[src/rtl/ep_dbuf_pkg.sv]
`timescale 1ns/1ps
package ep_dbuf_pkg;

  typedef enum logic [1:0] {
    KIND_CTRL = 2'b00,
    KIND_IN   = 2'b01,
    KIND_OUT  = 2'b10,
    KIND_RSVD = 2'b11
  } ep_kind_e;

  // descriptor word bits kept by a buffer register (bit 31 is the used flag)
  localparam int DESC_W = 31;

  // register word index inside one endpoint's four-word group
  localparam logic [1:0] W_CFG  = 2'd0;
  localparam logic [1:0] W_IRQ  = 2'd1;
  localparam logic [1:0] W_BUF0 = 2'd2;
  localparam logic [1:0] W_BUF1 = 2'd3;

  // buffer that a transfer of direction tin would use
  function automatic logic pick_buf(ep_kind_e k, logic tin, logic act,
                                    logic u0, logic u1);
    if (k == KIND_CTRL) return tin;
    if (act ? u1 : u0) return ~act;
    return act;
  endfunction

  // 1 when the endpoint must refuse a transfer of direction tin
  function automatic logic refuse(ep_kind_e k, logic tin, logic u0, logic u1);
    case (k)
      KIND_CTRL: return tin ? u1 : u0;
      KIND_IN:   return !tin || (u0 && u1);
      KIND_OUT:  return tin || (u0 && u1);
      default:   return 1'b1;
    endcase
  endfunction

endpackage

[src/rtl/ep_dbuf_slot.sv]
`timescale 1ns/1ps
module ep_dbuf_slot
  import ep_dbuf_pkg::*;
(
  input  logic              clk,
  input  logic              rst_n,
  input  logic              cfg_we,
  input  logic [2:0]        cfg_bits,
  input  logic              cfg_restart,
  input  logic              irq_we,
  input  logic              irq_clr_bit,
  input  logic [1:0]        buf_we,
  input  logic [DESC_W-1:0] desc_wdata,
  input  logic              done_hit,
  input  logic              done_in,
  input  logic              setup_hit,
  output logic [1:0]        kind_o,
  output logic              mask_o,
  output logic              act_o,
  output logic [1:0]        used_o,
  output logic [DESC_W-1:0] desc0_o,
  output logic [DESC_W-1:0] desc1_o,
  output logic              irq_o,
  output logic              done_take_o
);

  ep_kind_e          kind_q;
  logic              mask_q, act_q, irq_q;
  logic              act_d, irq_d, take_buf;
  logic [1:0]        used_q, used_d;
  logic [DESC_W-1:0] desc_q [2];

  assign done_take_o = done_hit && !refuse(kind_q, done_in, used_q[0], used_q[1]);
  assign take_buf    = pick_buf(kind_q, done_in, act_q, used_q[0], used_q[1]);

  always_comb begin
    used_d = used_q;
    for (int b = 0; b < 2; b++)
      if (buf_we[b]) used_d[b] = 1'b0;
    if (done_take_o) used_d[take_buf] = 1'b1;
    if (setup_hit && kind_q == KIND_CTRL) used_d = 2'b00;
  end

  always_comb begin
    act_d = act_q;
    if (cfg_we && cfg_restart) act_d = 1'b0;
    if (done_take_o && kind_q != KIND_CTRL) act_d = ~take_buf;
  end

  always_comb begin
    irq_d = irq_q;
    if (irq_we && irq_clr_bit) irq_d = 1'b0;
    if (done_take_o && mask_q) irq_d = 1'b1;
  end

  always_ff @(posedge clk) begin
    if (!rst_n) begin
      kind_q <= KIND_CTRL;
      mask_q <= 1'b0;
      act_q  <= 1'b0;
      irq_q  <= 1'b0;
      used_q <= 2'b00;
    end else begin
      if (cfg_we) begin
        kind_q <= ep_kind_e'(cfg_bits[1:0]);
        mask_q <= cfg_bits[2];
      end
      act_q  <= act_d;
      irq_q  <= irq_d;
      used_q <= used_d;
    end
  end

  for (genvar b = 0; b < 2; b++) begin : g_desc
    always_ff @(posedge clk) begin
      if (!rst_n)         desc_q[b] <= '0;
      else if (buf_we[b]) desc_q[b] <= desc_wdata;
    end
  end

  assign kind_o  = kind_q;
  assign mask_o  = mask_q;
  assign act_o   = act_q;
  assign used_o  = used_q;
  assign desc0_o = desc_q[0];
  assign desc1_o = desc_q[1];
  assign irq_o   = irq_q;

endmodule

[src/rtl/ep_dbuf_lookup.sv]
`timescale 1ns/1ps
module ep_dbuf_lookup
  import ep_dbuf_pkg::*;
#(
  parameter int NUM_EP = 4,
  parameter int ADDR_W = 12
) (
  input  logic                              tok_valid,
  input  logic                              tok_in,
  input  logic [$clog2(NUM_EP)-1:0]         tok_ep,
  input  logic [NUM_EP-1:0][1:0]            kind_v,
  input  logic [NUM_EP-1:0]                 act_v,
  input  logic [NUM_EP-1:0]                 used0_v,
  input  logic [NUM_EP-1:0]                 used1_v,
  input  logic [NUM_EP-1:0][ADDR_W-1:0]     addr0_v,
  input  logic [NUM_EP-1:0][ADDR_W-1:0]     addr1_v,
  output logic [ADDR_W-1:0]                 grant_addr,
  output logic                              grant_buf,
  output logic                              grant_nak
);

  ep_kind_e k;
  logic     sel;

  always_comb begin
    k          = ep_kind_e'(kind_v[tok_ep]);
    sel        = pick_buf(k, tok_in, act_v[tok_ep], used0_v[tok_ep], used1_v[tok_ep]);
    grant_buf  = sel;
    grant_addr = sel ? addr1_v[tok_ep] : addr0_v[tok_ep];
    grant_nak  = tok_valid && refuse(k, tok_in, used0_v[tok_ep], used1_v[tok_ep]);
  end

endmodule

[src/rtl/ep_dbuf_mgr.sv]
`timescale 1ns/1ps
module ep_dbuf_mgr
  import ep_dbuf_pkg::*;
#(
  parameter int NUM_EP = 4,
  parameter int ADDR_W = 12
) (
  input  logic                        clk,
  input  logic                        rst_n,
  input  logic [$clog2(NUM_EP)+1:0]   reg_addr,
  input  logic                        reg_we,
  input  logic [31:0]                 reg_wdata,
  output logic [31:0]                 reg_rdata,
  input  logic                        tok_valid,
  input  logic [$clog2(NUM_EP)-1:0]   tok_ep,
  input  logic                        tok_in,
  output logic [ADDR_W-1:0]           grant_addr,
  output logic                        grant_buf,
  output logic                        grant_nak,
  input  logic                        done_valid,
  input  logic [$clog2(NUM_EP)-1:0]   done_ep,
  input  logic                        done_in,
  input  logic                        setup_start,
  input  logic [$clog2(NUM_EP)-1:0]   setup_ep,
  output logic [NUM_EP-1:0]           ep_irq
);

  localparam int EPW = $clog2(NUM_EP);
  localparam int RAW = EPW + 2;

  logic [EPW-1:0]                  sel_ep;
  logic [1:0]                      sel_word;
  logic [NUM_EP-1:0][1:0]          kind_v;
  logic [NUM_EP-1:0]               mask_v, act_v, used0_v, used1_v, done_take_v;
  logic [NUM_EP-1:0][1:0]          used_v;
  logic [NUM_EP-1:0][DESC_W-1:0]   desc0_v, desc1_v;
  logic [NUM_EP-1:0][ADDR_W-1:0]   addr0_v, addr1_v;

  assign sel_ep   = reg_addr[RAW-1:2];
  assign sel_word = reg_addr[1:0];

  for (genvar i = 0; i < NUM_EP; i++) begin : g_ep
    localparam logic [EPW-1:0] IDX = EPW'(i);
    logic hit;
    assign hit = reg_we && (sel_ep == IDX);

    ep_dbuf_slot u_slot (
      .clk         (clk),
      .rst_n       (rst_n),
      .cfg_we      (hit && sel_word == W_CFG),
      .cfg_bits    (reg_wdata[2:0]),
      .cfg_restart (reg_wdata[31]),
      .irq_we      (hit && sel_word == W_IRQ),
      .irq_clr_bit (reg_wdata[0]),
      .buf_we      ({hit && sel_word == W_BUF1, hit && sel_word == W_BUF0}),
      .desc_wdata  (reg_wdata[DESC_W-1:0]),
      .done_hit    (done_valid && done_ep == IDX),
      .done_in     (done_in),
      .setup_hit   (setup_start && setup_ep == IDX),
      .kind_o      (kind_v[i]),
      .mask_o      (mask_v[i]),
      .act_o       (act_v[i]),
      .used_o      (used_v[i]),
      .desc0_o     (desc0_v[i]),
      .desc1_o     (desc1_v[i]),
      .irq_o       (ep_irq[i]),
      .done_take_o (done_take_v[i])
    );

    assign used0_v[i] = used_v[i][0];
    assign used1_v[i] = used_v[i][1];
    assign addr0_v[i] = desc0_v[i][ADDR_W-1:0];
    assign addr1_v[i] = desc1_v[i][ADDR_W-1:0];
  end

  ep_dbuf_lookup #(.NUM_EP(NUM_EP), .ADDR_W(ADDR_W)) u_lookup (
    .tok_valid  (tok_valid),
    .tok_in     (tok_in),
    .tok_ep     (tok_ep),
    .kind_v     (kind_v),
    .act_v      (act_v),
    .used0_v    (used0_v),
    .used1_v    (used1_v),
    .addr0_v    (addr0_v),
    .addr1_v    (addr1_v),
    .grant_addr (grant_addr),
    .grant_buf  (grant_buf),
    .grant_nak  (grant_nak)
  );

  always_comb begin
    case (sel_word)
      W_CFG:   reg_rdata = {27'b0, act_v[sel_ep], 1'b0, mask_v[sel_ep], kind_v[sel_ep]};
      W_IRQ:   reg_rdata = {31'b0, ep_irq[sel_ep]};
      W_BUF0:  reg_rdata = {used0_v[sel_ep], desc0_v[sel_ep]};
      default: reg_rdata = {used1_v[sel_ep], desc1_v[sel_ep]};
    endcase
  end

endmodule

[config.mk]
export PLATFORM = sky130hd
export DESIGN_NAME = ep_dbuf_mgr
export DESIGN_NICKNAME = d
export VERILOG_FILES = /design/src/rtl/ep_dbuf_pkg.sv /design/src/rtl/ep_dbuf_slot.sv /design/src/rtl/ep_dbuf_lookup.sv /design/src/rtl/ep_dbuf_mgr.sv
export SDC_FILE = /design/constraint.sdc
export NUM_CORES = 1
export LEC_CHECK = 0
export BUFFER_PORTS_ARGS = -buffer_cell sky130_fd_sc_hd__buf_2
export CAP_MARGIN = 20
export CELL_PAD_IN_SITES_DETAIL_PLACEMENT = 1
export CELL_PAD_IN_SITES_GLOBAL_PLACEMENT = 1
export CORE_UTILIZATION = 35
export DETAILED_ROUTE_END_ITERATION = 7
export PLACE_DENSITY_LB_ADDON = 0.1
export REMOVE_ABC_BUFFERS = 1
export SLEW_MARGIN = 20
export SYNTH_ARGS = -nofsm -noshare
export SYNTH_HDL_FRONTEND = slang
export SYNTH_SLANG_ARGS = --single-unit
[constraint.sdc]
create_clock -name clk -period 2.7 [get_ports clk]
set_clock_uncertainty 0.05 [all_clocks]
set_input_delay 0.27 -clock clk [delete_from_list [all_inputs] [get_ports clk]]
set_output_delay 0.27 -clock clk [all_outputs]
set_load 0.02 [all_outputs]
==> impl_metrics.csv, run 1 <==
group,metric,value,unit
critical_path,worstSetupPathType,"register to output port",
routing,wire_per_inst,24.63,um
routing,initialDrtViolationCount,460,
pwr,total_power,10.25,mW
cells_and_area,finalCoreUtilization,42.56,%
sta,tns,-1165,ps
cells_and_area,drive_gt1_share,31.50,%
placement,pre_cts_slack,99.87,ps
cells_and_area,final_common_cell,"and2_1",
grt,grt_antenna_before_repair,4,
synthesis,avgSynthCellArea,14.11,um2
die,core.rowCount,73,
synthesis,ys.flop_type,"edfxtp_1",
synthesis,synth_edf_count,248,
sta,min_period,2816,ps
cells_and_area,stdcell_area,16950,um2
synthesis,synth_seq_cells,276,
pwr,clkPwrFrac,39.8,%
pwr,p_comb_share,11.7,%
placement,post-place-cells,1622,
routing,vias,8811,
clock_network,ctsHtreeMaxLevel,2,
clock_network,cts_max_path_buffers,3,
sta,max_freq,0.3551,GHz
pwr,seqPwrFrac,48.4,%
synthesis,synth_top_area_share,52.57,%
clock_network,clock-sinks,276,
grt,grt_pass1_wl,62320,um
routing,drtAntennaViolNets,0,
clock_network,cts_tree,"built",
sta,final_critical_path_setup_slack,-116.0,ps
grt,grt_max_degree,42,
synthesis,ys_types,45,
pwr,power.density,605.0,nW/um2
placement,postPlaceCellArea,15730,um2
cells_and_area,nets,1208,
min_path,worstHoldStart,"reg_wdata[9]",
die,die_area,41280,um2
synthesis,synth_seq_area_share,56.53,%
critical_path,cp.required,2380,ps
synthesis,netlist_instances,1004,
sta,drv_slew,0,
die,chipHeight,203.2,um
grt,track_usage,20.72,%
clock_network,hold_buffers,0,
synthesis,synth_top_area_cell,"edfxtp_1",
cells_and_area,fillers,4106,
placement,port_buffers,99,
critical_path,cp-startpoint,"g_ep[3].u_slot.used_o[0]",
die,core_area,39820,um2
critical_path,r2r_start,"g_ep[2].u_slot.kind_o[0]",
synthesis,yosysWarnings,0,
synthesis,synth.area.top_cells,"edfxtp_1 53%, mux4_2 16%, and2_1 11%, dfxtp_1 4.0%, mux2i_1 2.2%",
routing,routed_via_density,5.214,
placement,dpl.hpwl,25590,um
status,violations,"setup timing",
critical_path,cp.arrival,2500,ps
flow_run,maxCapViolations,0,
critical_path,startpoint_type,"register",
critical_path,crit_path_end_kind,"output port",
pwr,switching_share,23.87,%
min_path,hp-class,"input port to register",
sta,setup_viol,13,
cells_and_area,n_antenna_cell,0,
cells_and_area,layout_common_cells,"254 x and2_1, 248 x edfxtp_1, 99 x mux4_2",
sta,grt_setup_unrepaired,"true",
cells_and_area,syn2layout_area_growth,19.65,%
clock_network,clk_pin_slew,60,ps
grt,grt_pass1_vias,9669,
cells_and_area,finish.cell_count_without_fillers,1690,
sta,whs,80.08,ps
pwr,p_switching,2.448,mW
die,die_x,203.2,um
clock_network,root_buffer,"clkbuf_16",
die,io_pins,100,
die,start_util,35.57,%
sta,relSlewSlack,51.16,%
pwr,intPower,7.807,mW
routing,dr.pass1.iters,4,
placement,place_congestion,0.8241,
clock_network,clk_latency,500,ps
sta,post-route-period-util,104.3,%
critical_path,crit_fanout,7,
pwr,p_leak,6.228,nW
sta,worstMarginPinSlew,731.0,ps
grt,gr-total-overflow,0,
synthesis,ys_async_sr_fraction,0,%
clock_network,cts_buffers,34,
pwr,vdd.ir_drop.worst,0.3499,mV
status,status,"complete, but fails checks",
routing,routed_wl,41620,um
synthesis,synth_area,14170,um2
routing,drc,0,
sta,timing.final.hold_violations,0,
-- what timing repair did --
| action | 4_1_cts | 5_1_grt |
|---|---|---|
| setup buffers | 10 | 1 |
| gates cloned | 1 | 0 |
| pin swaps | 4 | 1 |
| gates resized for setup | 60 | 3 |
| setup endpoints to repair | 13 | 13 |
-- layout make-up --
| class | instances | area (um2) | area share, % |
|---|---|---|---|
| Multi-Input combinational cell | 641 | 5906 | 34.84 |
| Clock inverter | 12 | 57.56 | 0.3396 |
| Inverter | 16 | 60.06 | 0.3543 |
| Tap cell | 525 | 656.9 | 3.875 |
| Clock buffer | 46 | 917.1 | 5.411 |
| Timing Repair Buffer | 174 | 1331 | 7.854 |
| Sequential cell | 276 | 8021 | 47.32 |
-- sequential cells by signal (all words and copies together), names as in the netlist --
signal,flops
g_ep.u_slot.kind_o,8
g_ep.u_slot.act_o,4
g_ep.u_slot.desc_q,248
g_ep.u_slot.mask_o,4
g_ep.u_slot.used_o,8
g_ep.u_slot.irq_o,4
-- Yosys cell counts, types with 10 or more instances --
cell type / n
and2_1: 254
nand3_1: 13
mux4_2: 99
nor2b_1: 38
a21oi_1: 22
nor2_1: 16
mux2_2: 10
buf_2: 10
clkbuf_1: 45
mux2i_1: 31
dfxtp_1: 28
inv_1: 15
nand4_1: 16
ha_1: 15
edfxtp_1: 248
nand2_1: 50
-- per-layer routing --
layer / track usage [%] / share of wire, % / wire length (um)
met3: 2.461 / 3.2 / 1338
met4: 5.236 / 2.1 / 878
met5: 0 / 0.050 / 21
met1: 26.71 / 44 / 18340
met2: 36.86 / 51 / 21040
-- worst max-delay path, cell delays in order (launching register included) --
cell and delay [ps]:
dfxtp_4 350, mux4_2 490, nor2b_4 150, o31ai_4 290, buf_8 210, mux2_4 340
buf_6 140
-- power groups by stage --
| stage | Clock, mW | Combinational [mW] | Sequential [mW] |
|---|---|---|---|
| 2_1_floorplan | 0 | 0.607 | 5.03 |
| 3_5_place_dp | 0 | 1.15 | 5.06 |
| 6_report | 4.08 | 1.20 | 4.97 |
| 4_1_cts | 4.18 | 1.24 | 4.97 |
| 3_3_place_gp | 0 | 1.15 | 5.05 |
| 5_1_grt | 4.34 | 1.30 | 4.99 |
-- cell families (layout without fill, tap and decap cells) --
kind of cell               count (synthesis)  count (layout)  share of synthesized area, %
xor gates and xnor gates                   4               4                        0.2473
AOI/OAI and AO/OA                         56              56                         2.597
DFF                                      276             276                         56.53
adders and majority gates                 15              15                         1.325
muxes                                    149             149                         19.44
buffers and inverters                     87             248                         2.632
and+or+nand+nor                          417             417                         17.23
-- path summary, 6_finish.rpt --
kind / slack [ps] / cells after the start / end
setup / recovery: -120 / 6 / grant_addr[2]
hold / removal: 80 / 2 / g_ep[2].u_slot.desc_q[0][9]
setup reg to reg: 620 / 7 / g_ep[2].u_slot.used_o[0]
hold reg to reg: 460 / 2 / g_ep[1].u_slot.mask_o
Power figures use the tool's default switching activity.
==> run 2, diff against run 1 <==
CTS_BUF_LIST = sky130_fd_sc_hd__clkbuf_8   (was not set)
==> run 2 against run 1 <==
  * The flow still finishes with violations (setup timing)
  * Register-to-register slack worse by 20 ps
  * Sequential cell count unchanged
  * Critical path depth stayed put
  * Count of clock-buffer cells in the layout rose by 9
  * Final cell count increased by 4.0%
  * Die area stayed put
  * Via count grew 2.4%
  * Wire length increased by 1.1%
  * Sequential share of layout area is 0.78 points lower
  * Cell area up 1.8%
  * Largest cell class unchanged
  * Largest power group unchanged
==> impl_metrics.csv, run 2 (synthesized netlist as in run 1, its figures left out) <==
group,metric,value,unit
status,status,"complete, but fails checks",
status,violations,"setup timing",
routing,drtAntennaViolNets,0,
pwr,power.density,570.4,nW/um2
critical_path,cp.arrival,2550,ps
die,io_pins,100,
routing,vias,9019,
sta,setup_viol,13,
cells_and_area,stdcell_area,17250,um2
pwr,p_leak,6.434,nW
cells_and_area,final_common_cell,"and2_1",
cells_and_area,finish.cell_count_without_fillers,1758,
sta,drv_slew,0,
routing,initialDrtViolationCount,536,
min_path,hp-class,"input port to register",
grt,grt_max_degree,42,
die,core.rowCount,73,
placement,dpl.hpwl,25590,um
clock_network,cts_buffers,49,
sta,post-route-period-util,106.5,%
die,die_x,203.2,um
grt,grt_antenna_before_repair,2,
sta,timing.final.hold_violations,0,
critical_path,worstSetupPathType,"register to output port",
cells_and_area,n_antenna_cell,0,
die,core_area,39820,um2
clock_network,clk_latency,600,ps
cells_and_area,largest_reg_flops,248,
placement,place_congestion,0.8241,
routing,wire_per_inst,23.93,um
critical_path,crit_fanout,6,
clock_network,clock-sinks,276,
cells_and_area,syn2layout_area_growth,21.77,%
placement,postPlaceCellArea,15730,um2
clock_network,clk_pin_slew,60,ps
routing,drc,0,
critical_path,crit_path_end_kind,"output port",
routing,dr.pass1.iters,4,
clock_network,cts_max_path_buffers,3,
pwr,total_power,9.839,mW
sta,final_critical_path_setup_slack,-174.8,ps
grt,grt_pass1_vias,9973,
sta,max_freq,0.3479,GHz
sta,grt_setup_unrepaired,"true",
sta,min_period,2875,ps
die,chipHeight,203.2,um
clock_network,root_buffer,"clkbuf_8",
placement,port_buffers,99,
cells_and_area,layout_common_cells,"254 x and2_1, 248 x edfxtp_1, 99 x mux4_2",
cells_and_area,nets,1258,
flow_run,maxCapViolations,0,
grt,grt_pass1_wl,63180,um
routing,routed_wl,42070,um
cells_and_area,regMostFlops,"g_ep.u_slot.desc_q",
die,die_area,41280,um2
placement,post-place-cells,1622,
critical_path,startpoint_type,"register",
grt,gr-total-overflow,0,
sta,relSlewSlack,50.95,%
critical_path,cp.required,2380,ps
routing,routed_via_density,5.130,
cells_and_area,drive_gt1_share,31.63,%
die,start_util,35.57,%
pwr,vdd.ir_drop.worst,0.3886,mV
clock_network,ctsHtreeMaxLevel,2,
grt,track_usage,21.12,%
clock_network,cts_tree,"built",
sta,worstMarginPinSlew,734.2,ps
==> run 2: path summary, 6_finish.rpt <==
kind / from / end / slack, ps / cells past startpoint
hold reg to reg: g_ep[1].u_slot.mask_o / g_ep[1].u_slot.mask_o / 460 / 2
setup reg to reg: g_ep[2].u_slot.kind_o[0] / g_ep[2].u_slot.used_o[0] / 600 / 7
hold / removal: setup_start / g_ep[2].u_slot.used_o[1] / 50 / 4
setup / recovery: g_ep[3].u_slot.act_o / grant_addr[9] / -170 / 6
==> run 2: layout make-up <==
| class | count | area [um2] |
|---|---|---|
| flip-flops and latches | 276 | 8029 |
| inverters | 16 | 60.06 |
| fillers | 4154 | 22570 |
| repair buffers | 209 | 1688 |
| clock buffers | 55 | 757.0 |
| well taps | 525 | 656.9 |
| multi-input cells | 641 | 5911 |
| clock inverters | 36 | 148.9 |
==> run 2: worst max-delay path, cell delays in order, from the launching register on <==
cell and delay (ps):
dfxtp_2 330, mux4_2 490, nor2b_4 150, o31ai_4 290, buf_6 220, mux2_4 320
buf_6 130
==> run 2: metal layers <==
layer  track usage (%)  wire, um  up-vias
li1                  -         -     4118
met1             26.70     18260     4655
met2             37.34     21280      186
met3             2.892      1549       60
met4             6.552       979        0
met5                 0         0        -
==> run 2: where the power goes <==
part	leakage (nW)	switching, mW	internal (mW)
combinational	3.29	0.659	0.583
clock	0.534	1.77	1.86
sequential	2.61	0.0822	4.88
total	6.43	2.51	7.33
==> run 2: repair_timing <==
item                       4_1_cts  5_1_grt
hold buffers                    33        0
setup endpoints to repair       14       14
gates cloned                     1        0
pin swaps                        4        1
resized for setup               65        6
hold endpoints to repair       234        0
buffers inserted                11        2
==> run 2: stage by stage <==
step | setup TNS [ps] | util [%] | worst slack, ps | hold WS, ps
finish | -2115 | 43.32 | -174.8 | 47.18
global route | -3451 | 43.32 | -279.5 | 53.95
CTS | -3491 | 43.35 | -313.0 | 13.74
detailed placement | 0 | 39.50 | 99.87 | 458.5
global placement | 0 | 39.50 | 116.4 | 449.3
floorplan | 0 | - | 459.2 | 360.2
==> run 3, diff against run 2 <==
PLACE_DENSITY = 0.58   (was not set)
PLACE_DENSITY_LB_ADDON = not set   (was 0.1)
==> run 3 against run 2 <==
  * The run still ends with setup timing left
  * Register-to-register slack improved by 20 ps
  * Sequential share of layout area is 0.066 points higher
  * Worst hold slack worse by 17 ps
  * Non-clock buffer count is 10 lower
  * Combinational power hardly changed
  * Count of clock-buffer cells in the layout fell by 3
  * Maximum frequency up 0.94%
  * Global-route usage is 0.44 points lower
  * Sequential cell count unchanged
  * Sequential power barely moved
==> impl_metrics.csv, run 3 (synthesized netlist as in run 1, its figures left out) <==
group,metric,value,unit
cells_and_area,finish.cell_count_without_fillers,1751,
critical_path,crit_path_end_kind,"output port",
die,chipHeight,203.2,um
critical_path,worstSetupPathType,"register to output port",
pwr,seqPwrFrac,50.3,%
cells_and_area,layout_common_cells,"254 x and2_1, 248 x edfxtp_1, 99 x mux4_2",
routing,wire_per_inst,23.81,um
grt,grt_max_degree,43,
critical_path,cp.arrival,2530,ps
critical_path,startpoint_type,"register",
pwr,clkPwrFrac,37.1,%
placement,dpl.hpwl,25720,um
sta,final_critical_path_setup_slack,-148.0,ps
cells_and_area,syn2layout_area_growth,21.67,%
grt,grt_pass1_vias,9762,
die,die_area,41280,um2
clock_network,clock-sinks,276,
routing,routed_wl,41700,um
grt,grt_pass1_wl,62490,um
clock_network,root_buffer,"clkbuf_8",
routing,vias,8996,
sta,setup_viol,13,
grt,track_usage,20.68,%
sta,worstMarginPinSlew,778.5,ps
cells_and_area,nets,1249,
pwr,intPower,7.354,mW
sta,grt_setup_unrepaired,"true",
cells_and_area,drive_gt1_share,31.43,%
pwr,p_switching,2.524,mW
cells_and_area,fillers,4148,
routing,drtAntennaViolNets,0,
min_path,hp-class,"input port to register",
status,status,"complete, but fails checks",
cells_and_area,stdcell_area,17240,um2
critical_path,crit_fanout,2,
die,die_x,203.2,um
sta,relSlewSlack,47.98,%
sta,timing.final.hold_violations,0,
die,core_area,39820,um2
placement,pre_cts_slack,11.16,ps
sta,tns,-1448,ps
routing,dr.pass1.iters,5,
placement,post-place-cells,1615,
grt,gr-total-overflow,0,
placement,place_congestion,0.7858,
cells_and_area,regMostFlops,"g_ep.u_slot.desc_q",
grt,grt_antenna_before_repair,3,
die,core.rowCount,73,
sta,whs,30.01,ps
pwr,p_leak,6.398,nW
clock_network,cts_max_path_buffers,3,
sta,post-route-period-util,105.5,%
critical_path,cp.required,2380,ps
sta,max_freq,0.3511,GHz
clock_network,clk_pin_slew,50,ps
die,start_util,35.57,%
routing,routed_via_density,5.138,
pwr,switching_share,25.55,%
die,io_pins,100,
flow_run,maxCapViolations,0,
cells_and_area,final_common_cell,"and2_1",
routing,drc,0,
placement,postPlaceCellArea,15740,um2
sta,min_period,2848,ps
clock_network,clk_latency,580,ps
status,violations,"setup timing",
pwr,vdd.ir_drop.worst,0.2844,mV
clock_network,cts_tree,"built",
clock_network,ctsHtreeMaxLevel,2,
placement,port_buffers,99,
cells_and_area,largest_reg_flops,248,
clock_network,cts_buffers,50,
sta,drv_slew,0,
routing,initialDrtViolationCount,498,
pwr,power.density,573.1,nW/um2
pwr,p_comb_share,12.6,%
run 3: cell count changes in the layout (fill, tap and decap cells not counted), moves of 2 or more:
cell           delta
buf_12            +5
buf_4            -12
buf_6             -2
clkbuf_8          -3
clkinv_1          +4
clkinv_2          +3
dfxtp_1           -2
dlygate4sd3_1     -2
inv_1             -4
run 3: power by group through the flow:
| stage | Sequential, mW | Clock (mW) | Combinational [mW] |
|---|---|---|---|
| 6_report | 4.97 | 3.66 | 1.25 |
| 5_1_grt | 5.00 | 3.91 | 1.33 |
| 3_5_place_dp | 5.06 | 0 | 1.16 |
| 3_3_place_gp | 5.05 | 0 | 1.16 |
| 2_1_floorplan | 5.03 | 0 | 0.607 |
| 4_1_cts | 4.97 | 3.77 | 1.28 |
run 3: repair_timing:
item                                    in CTS  in global routing
pin swaps                                    3                  1
gates cloned                                 1                  0
hold buffers                                31                  0
setup buffers                               10                  1
endpoints found under the setup margin      14                 14
resized for setup                           60                  5
hold endpoints to repair                   223                  0
run 3: metrics by stage:
stage,util (%),power [mW]
2_1_floorplan,-,5.635
3_3_place_gp,39.53,6.208
3_5_place_dp,39.53,6.226
4_1_cts,43.30,10.02
5_1_grt,43.28,10.24
6_report,43.28,9.878
run 3: final timing paths:
check	startpoint	end	slack (ps)	depth (start not counted)
worst min-delay path	reg_wdata[1]	g_ep[1].u_slot.kind_o[1]	30	3
worst max register to register	g_ep[2].u_slot.kind_o[0]	g_ep[2].u_slot.used_o[0]	620	7
worst max-delay path	g_ep[1].u_slot.kind_o[1]	grant_nak	-150	8
worst min register to register	g_ep[2].u_slot.mask_o	g_ep[2].u_slot.mask_o	450	2
run 3: routing by layer:
layer	track usage (%)	share of wire, %
met1	26.98	44
met2	35.48	50
met3	3.196	3.7
met4	6.015	2.3
met5	0	0.026
run 3: worst max-delay path, cell delays in order (launching register included):
cell and delay (ps):
dfxtp_4 340, mux4_2 480, inv_2 90, ha_4 200, nor3b_1 140, a311o_1 270, a31oi_1 170, a21boi_1 90
buf_4 160
run 3: layout make-up:
class	instances	area, um2	area share, %
Inverter	16	60.06	0.3484
Tap cell	525	656.9	3.811
Multi-Input combinational cell	641	5906	34.26
Timing Repair Buffer	199	1660	9.633
Antenna cell	1	2.502	0.01452
Sequential cell	276	8034	46.61
Clock inverter	41	201.4	1.169
Clock buffer	52	715.7	4.152
